$ cat src/rtl/washer_pkg.sv
// Shared types for the washer cycle controller.
// Assumes a 3-bit binary phase code; codes 5..7 are illegal.
package washer_pkg;

    typedef enum logic [2:0] {
        PH_IDLE  = 3'd0,
        PH_FILL  = 3'd1,
        PH_WASH  = 3'd2,
        PH_DRAIN = 3'd3,
        PH_WRING = 3'd4
    } phase_e;

    typedef struct packed {
        logic water;
        logic spin;
        logic drain;
        logic tload;
    } drive_t;

endpackage

$ cat src/rtl/wash_out_decode.sv
// Maps a phase code to the drive pattern that phase requires.
// Purely combinational. Any illegal code yields all outputs low.
module wash_out_decode
    import washer_pkg::*;
(
    input  phase_e phase_i,
    output drive_t drv_o
);

    // Drive pattern per phase
    always_comb begin
        drv_o = '0;
        case (phase_i)
            PH_FILL:  begin drv_o.water = 1'b1; drv_o.tload = 1'b1; end
            PH_WASH:  begin drv_o.spin  = 1'b1; end
            PH_DRAIN: begin drv_o.drain = 1'b1; drv_o.tload = 1'b1; end
            PH_WRING: begin drv_o.spin  = 1'b1; drv_o.drain = 1'b1; end
            default:  drv_o = '0;
        endcase
    end

endmodule

$ cat src/rtl/wash_interval_timer.sv
// Down-counting interval timer. Reload sets WAIT_CYCLES; otherwise the
// count falls to zero and holds. timeout_o is high while at zero.
// Assumes WAIT_CYCLES >= 1 and a synchronous active-low reset.
module wash_interval_timer #(
    parameter int WAIT_CYCLES = 5
) (
    input  logic clk,
    input  logic rst_n,
    input  logic load_i,
    output logic timeout_o
);

    localparam int CW = $clog2(WAIT_CYCLES + 1);
    localparam logic [CW-1:0] LOAD_VAL = CW'(WAIT_CYCLES);

    logic [CW-1:0] cnt_q;

    // Count register: reload, decrement or hold at zero
    always_ff @(posedge clk) begin
        if (!rst_n)
            cnt_q <= '0;
        else if (load_i)
            cnt_q <= LOAD_VAL;
        else if (cnt_q != '0)
            cnt_q <= cnt_q - 1'b1;
    end

    // Zero detect
    assign timeout_o = (cnt_q == '0);


    reload_value_chk: assert property (@(posedge clk) disable iff (!rst_n)
        load_i |=> cnt_q == LOAD_VAL);


    count_down_chk: assert property (@(posedge clk) disable iff (!rst_n)
        (!load_i && cnt_q != '0) |=> cnt_q == $past(cnt_q) - 1'b1);

endmodule

$ cat src/rtl/wash_ctrl_fsm.sv
// Phase sequencer with registered outputs. Output registers load the
// pattern of the phase being entered, so they switch together with the
// phase register. Assumes timeout_i is a registered timer flag.
module wash_ctrl_fsm
    import washer_pkg::*;
(
    input  logic   clk,
    input  logic   rst_n,
    input  logic   start_i,
    input  logic   full_i,
    input  logic   empty_i,
    input  logic   timeout_i,
    output phase_e phase_o,
    output drive_t drv_o
);

    phase_e phase_q, phase_d;
    drive_t drv_q, drv_d;

    // Next phase selection
    always_comb begin
        phase_d = PH_IDLE;
        case (phase_q)
            PH_IDLE:  phase_d = start_i   ? PH_FILL  : PH_IDLE;
            PH_FILL:  phase_d = full_i    ? PH_WASH  : PH_FILL;
            PH_WASH:  phase_d = timeout_i ? PH_DRAIN : PH_WASH;
            PH_DRAIN: phase_d = empty_i   ? PH_WRING : PH_DRAIN;
            PH_WRING: phase_d = timeout_i ? PH_IDLE  : PH_WRING;
            default:  phase_d = PH_IDLE;
        endcase
    end

    wash_out_decode u_decode (
        .phase_i (phase_d),
        .drv_o   (drv_d)
    );

    // Phase and output registers, loaded together
    always_ff @(posedge clk) begin
        if (!rst_n) begin
            phase_q <= PH_IDLE;
            drv_q   <= '0;
        end else begin
            phase_q <= phase_d;
            drv_q   <= drv_d;
        end
    end

    assign phase_o = phase_q;
    assign drv_o   = drv_q;


    idle_hold_chk: assert property (@(posedge clk) disable iff (!rst_n)
        (phase_q == PH_IDLE && !start_i) |=> phase_q == PH_IDLE);


    fill_exit_chk: assert property (@(posedge clk) disable iff (!rst_n)
        (phase_q == PH_FILL && full_i) |=> phase_q == PH_WASH);


    drain_exit_chk: assert property (@(posedge clk) disable iff (!rst_n)
        (phase_q == PH_DRAIN && empty_i) |=> phase_q == PH_WRING);


    wring_exit_chk: assert property (@(posedge clk) disable iff (!rst_n)
        (phase_q == PH_WRING && timeout_i) |=> phase_q == PH_IDLE);


    strobe_align_chk: assert property (@(posedge clk) disable iff (!rst_n)
        drv_q.tload == (phase_q == PH_FILL || phase_q == PH_DRAIN));


    water_align_chk: assert property (@(posedge clk) disable iff (!rst_n)
        drv_q.water == (phase_q == PH_FILL));

endmodule

$ cat src/rtl/washer_cycle_ctrl.sv
// Top of the washer cycle controller: phase sequencer plus interval
// timer fed by the registered reload strobe.
// Assumes synchronous inputs and a synchronous active-low reset.
module washer_cycle_ctrl
    import washer_pkg::*;
#(
    parameter int WAIT_CYCLES = 5
) (
    input  logic       clk,
    input  logic       rst_n,
    input  logic       start_i,
    input  logic       full_i,
    input  logic       empty_i,
    output logic       water_o,
    output logic       spin_o,
    output logic       drain_o,
    output logic       tload_o,
    output logic       timeout_o,
    output logic [2:0] phase_o
);

    phase_e phase_w;
    drive_t drv_w;
    logic   tmo_w;

    wash_ctrl_fsm u_fsm (
        .clk       (clk),
        .rst_n     (rst_n),
        .start_i   (start_i),
        .full_i    (full_i),
        .empty_i   (empty_i),
        .timeout_i (tmo_w),
        .phase_o   (phase_w),
        .drv_o     (drv_w)
    );

    wash_interval_timer #(
        .WAIT_CYCLES (WAIT_CYCLES)
    ) u_timer (
        .clk       (clk),
        .rst_n     (rst_n),
        .load_i    (drv_w.tload),
        .timeout_o (tmo_w)
    );

    // Port mapping
    assign water_o   = drv_w.water;
    assign spin_o    = drv_w.spin;
    assign drain_o   = drv_w.drain;
    assign tload_o   = drv_w.tload;
    assign timeout_o = tmo_w;
    assign phase_o   = phase_w;

endmodule

$ cat config.mk
export PLATFORM = sky130hd
export DESIGN_NAME = washer_cycle_ctrl
export DESIGN_NICKNAME = d
export VERILOG_FILES = /design/src/rtl/washer_pkg.sv /design/src/rtl/wash_out_decode.sv /design/src/rtl/wash_interval_timer.sv /design/src/rtl/wash_ctrl_fsm.sv /design/src/rtl/washer_cycle_ctrl.sv
export SDC_FILE = /design/constraint.sdc
export NUM_CORES = 1
export LEC_CHECK = 0
export ABC_AREA = 1
export ABC_CLOCK_PERIOD_IN_PS = 1450
export BUFFER_PORTS_ARGS = -buffer_cell sky130_fd_sc_hd__buf_4
export CELL_PAD_IN_SITES_DETAIL_PLACEMENT = 1
export CELL_PAD_IN_SITES_GLOBAL_PLACEMENT = 2
export CORE_MARGIN = 5
export CORE_UTILIZATION = 25
export CTS_BUF_LIST = sky130_fd_sc_hd__clkbuf_4 sky130_fd_sc_hd__clkbuf_8
export DETAILED_ROUTE_END_ITERATION = 12
export MAX_ROUTING_LAYER = met4
export PLACE_DENSITY = 0.86
export SLEW_MARGIN = 0
export SYNTH_ARGS = -nofsm -noshare
export SYNTH_HDL_FRONTEND = slang
export SYNTH_HIERARCHICAL = 1
export SYNTH_SLANG_ARGS = --single-unit
$ cat constraint.sdc
create_clock -name clk -period 1.45 [get_ports clk]
set_input_delay 0.2175 -clock clk [delete_from_list [all_inputs] [get_ports clk]]
set_output_delay 0.2175 -clock clk [all_outputs]
set_load 0.005 [all_outputs]
==> run_results.csv <==
group,metric,value,unit
cts,cts_tree,"built",
routing,routed.top_layer,"met4",
layout,final_util,0.3895,
critical_path,max_stage_delay,330,ps
sta,finalHoldViolCount,0,
die,die_h,55.69,µm
logic_synthesis,ys_seq_elements,10,
critical_path,reg2reg_from,"u_timer/cnt_q[1]",
critical_path,r2r.worst_path.cells,10,
die,dieWidth,55.69,µm
sta,setup_viol_count_final,0,
routing,antenna_left,0,
critical_path,worst-path-buf-inv,3,
cts,cts_buffers,3,
critical_path,cp.arrival,1580,ps
pwr,powerDensity,1407,nW/µm²
logic_synthesis,synth_top_cells_by_area,"dfxtp_1 38%, nand2_1 14%, inv_1 12%",
sta,max_freq,712.7,MHz
cts,cts_max_path_buffers,2,
critical_path,r2r_slack,50,ps
critical_path,critPathLaunchType,"register",
die,placeableCoreArea,1982,µm²
critical_path,path_delay_family,"simple AND/OR/NAND/NOR gates",
sta,fin_skew,3.112,ps
pwr,p_leak,0.4337,nW
sta,setup-tns-final,0,ps
global_routing,grt_pass1_vias,579,
hold_path,min_to,"u_fsm/drv_o[3]",
critical_path,path_cells,"inv_2 -> ha_4 -> ha_4 -> nand3b_1 -> nand2_2 -> inv_2 -> nand3_1 -> nand2_1 -> nand2_1 -> inv_1",
logic_synthesis,synthesis.nets,88,
logic_synthesis,ys_warn_count,6,
die,io_pins,13,
logic_synthesis,yosysMostFrequentCell,"nand2_1",
hold_path,hold_path.class,"in -> reg",
place,place_hpwl,1.051,mm
cts,clk_latency,270,ps
sta,finalWorstPathRequiredPeriod,1403,ps
hold_path,worstHoldStart,"rst_n",
global_routing,antenna_found_initial,0,
place,portBuffers,12,
sta,slew_viol_final,0,
run_status,status,"complete, no violations",
place,place_congestion,0.7961,
routing,firstDrtPassIters,4,
logic_synthesis,synth_largest_area_cell,"dfxtp_1",
job,cap_violations,0,
routing,drt-total-wl,1.290,mm
hold_path,hold_depth,3,
die,rows,16,
layout,drive_above_1_share,0.3883,
critical_path,regToRegEndpoint,"u_fsm/drv_o[2]",
global_routing,grtUsageTotal,0.09912,
critical_path,crit_type,"reg -> reg",
logic_synthesis,seq_area_frac_synth,0.3837,
layout,num_antenna_cells,0,
layout,area_growth_syn_to_layout,47.96,%
routing,vias_per_cell,4.115,
routing,drcViolationCount,0,
critical_path,crit_path_end_kind,"register",
cts,clock-sinks,10,
cts,root_buffer,"clkbuf_4",
sta,maxSlewHeadroom,0.8199,
logic_synthesis,syn_avg_cell_area,6.522,µm²
layout,finalNetCount,112,
cts,cts-htree-levels,1,
routing,dr_wl_met3,37,µm
sta,post-route-period-util,0.9677,
logic_synthesis,dominantRegCellSynth,"dfxtp_1",
critical_path,required,1620,ps
logic_synthesis,async_flop_share,0,
logic_synthesis,synth_edf_count,0,
logic_synthesis,syn-cell-area,521.8,µm²
sta,worst_pin_slew,269.8,ps
routing,via_count,535,
logic_synthesis,yosysUniqueCellTypes,13,
logic_synthesis,yosysTopAreaCellShare,0.3837,
critical_path,cp_max_fo,4,
global_routing,grt_overflow,0,
die,die_area,3101,µm²
die,initial_core_util,0.2633,
critical_path,slowest_stage,"dfxtp_2",
pwr,peakVddDrop,0.7861,mV
logic_synthesis,syn_inst,80,
routing,routed-wl-met2,634,µm
logic_synthesis,yosys-top-cells-count,"20 x nand2_1, 17 x inv_1, 10 x dfxtp_1, 10 x nor2_1, 7 x nand3_1",
routing,wl_met1,585,µm
global_routing,grt_max_degree,9,
routing,wl_per_cell,9.923,µm
sta,rsz0062_at_grt,"true",
cts,path_clk_slew,70,ps
global_routing,grt_pass1_wl,2.339,mm
routing,drt-initial-drc-count,7,
-- tightest hold or removal path, stage by stage --
cell	delay, ps
buf_4	130
nand2_1	50
inv_1	40
-- report_power, final --
part / leakage, nW / switching (mW) / internal [mW]
Combinational: 0.330 / 0.222 / 0.259
Sequential: 0.0828 / 0.0287 / 0.323
Clock: 0.0210 / 0.0999 / 0.153
Total: 0.434 / 0.351 / 0.735
-- worst max path at each step --
stage               cells after the start  slack, ps              from        endpoint
floorplan                              12         40  u_timer/cnt_q[0]  u_fsm/drv_o[2]
global placement                       12         -4  u_timer/cnt_q[0]  u_fsm/drv_o[1]
detailed placement                     12        -70  u_timer/cnt_q[0]  u_fsm/drv_o[2]
CTS                                     5          9  u_timer/cnt_q[1]       timeout_o
global route                           12        -40  u_timer/cnt_q[1]  u_fsm/drv_o[2]
finish                                 10         50  u_timer/cnt_q[1]  u_fsm/drv_o[2]
-- flip-flops by register name, indices dropped and copies added (netlist names) --
register       cells
u_fsm/drv_o        4
u_fsm/phase_o      3
u_timer/cnt_q      3
-- layout make-up --
type                            count  area, µm²
Sequential cell                    10      202.7
Inverter                           21      78.83
Tap cell                           27      33.78
Fill cell                         271       1210
Timing Repair Buffer               19      150.1
Multi-Input combinational cell     49      270.3
Clock buffer                        4      36.28
-- metal layers --
layer | GRT usage | vias to the layer above
met5 | - | -
met4 | 0.07292 | 0
li1 | - | 283
met1 | 0.09354 | 240
met3 | 0.03016 | 4
met2 | 0.1689 | 8
-- timing repair --
item	CTS	global route
resized for setup	10	1
setup buffers	1	3
cloned	0	0
setup endpoints to repair	5	3
pin swaps	6	3
hold buffers	0	0
-- placed cells by master (no fill, tap or decap), drive strengths merged --
cell type,n
inv,21
nand2,20
buf,19
nor2,13
dfxtp,10
nand3,7
clkbuf,4
ha,3
a21oi,2
o21ai,1
nand4,1
nand3b,1
nor3,1
-- stage by stage --
stage          hold slack [ps]  power (mW)  setup WS, ps  cells  area, µm²
4_1_cts                  198.7       1.066         9.430    127      745.7
2_1_floorplan            311.0      0.5707         38.67     80      526.8
3_5_place_dp             476.6      0.7287        -68.22    122      673.1
6_report                 193.6       1.086         46.87    130      772.0
3_3_place_gp             459.7      0.7150        -3.634    122      673.1
5_1_grt                  209.2       1.191        -37.99    130      772.0
-- cells by family (layout without fill, tap and decap cells) --
| logic type | after synthesis | count (layout) | synth area share |
|---|---|---|---|
| and+or+nand+nor | 43 | 43 | 0.3645 |
| buffers and inverters | 21 | 44 | 0.1511 |
| DFF | 10 | 10 | 0.3837 |
| adders and majority gates | 3 | 3 | 0.07195 |
| AOI/OAI and AO/OA | 3 | 3 | 0.02877 |
Note: power is estimated with default switching activity, not from simulation.
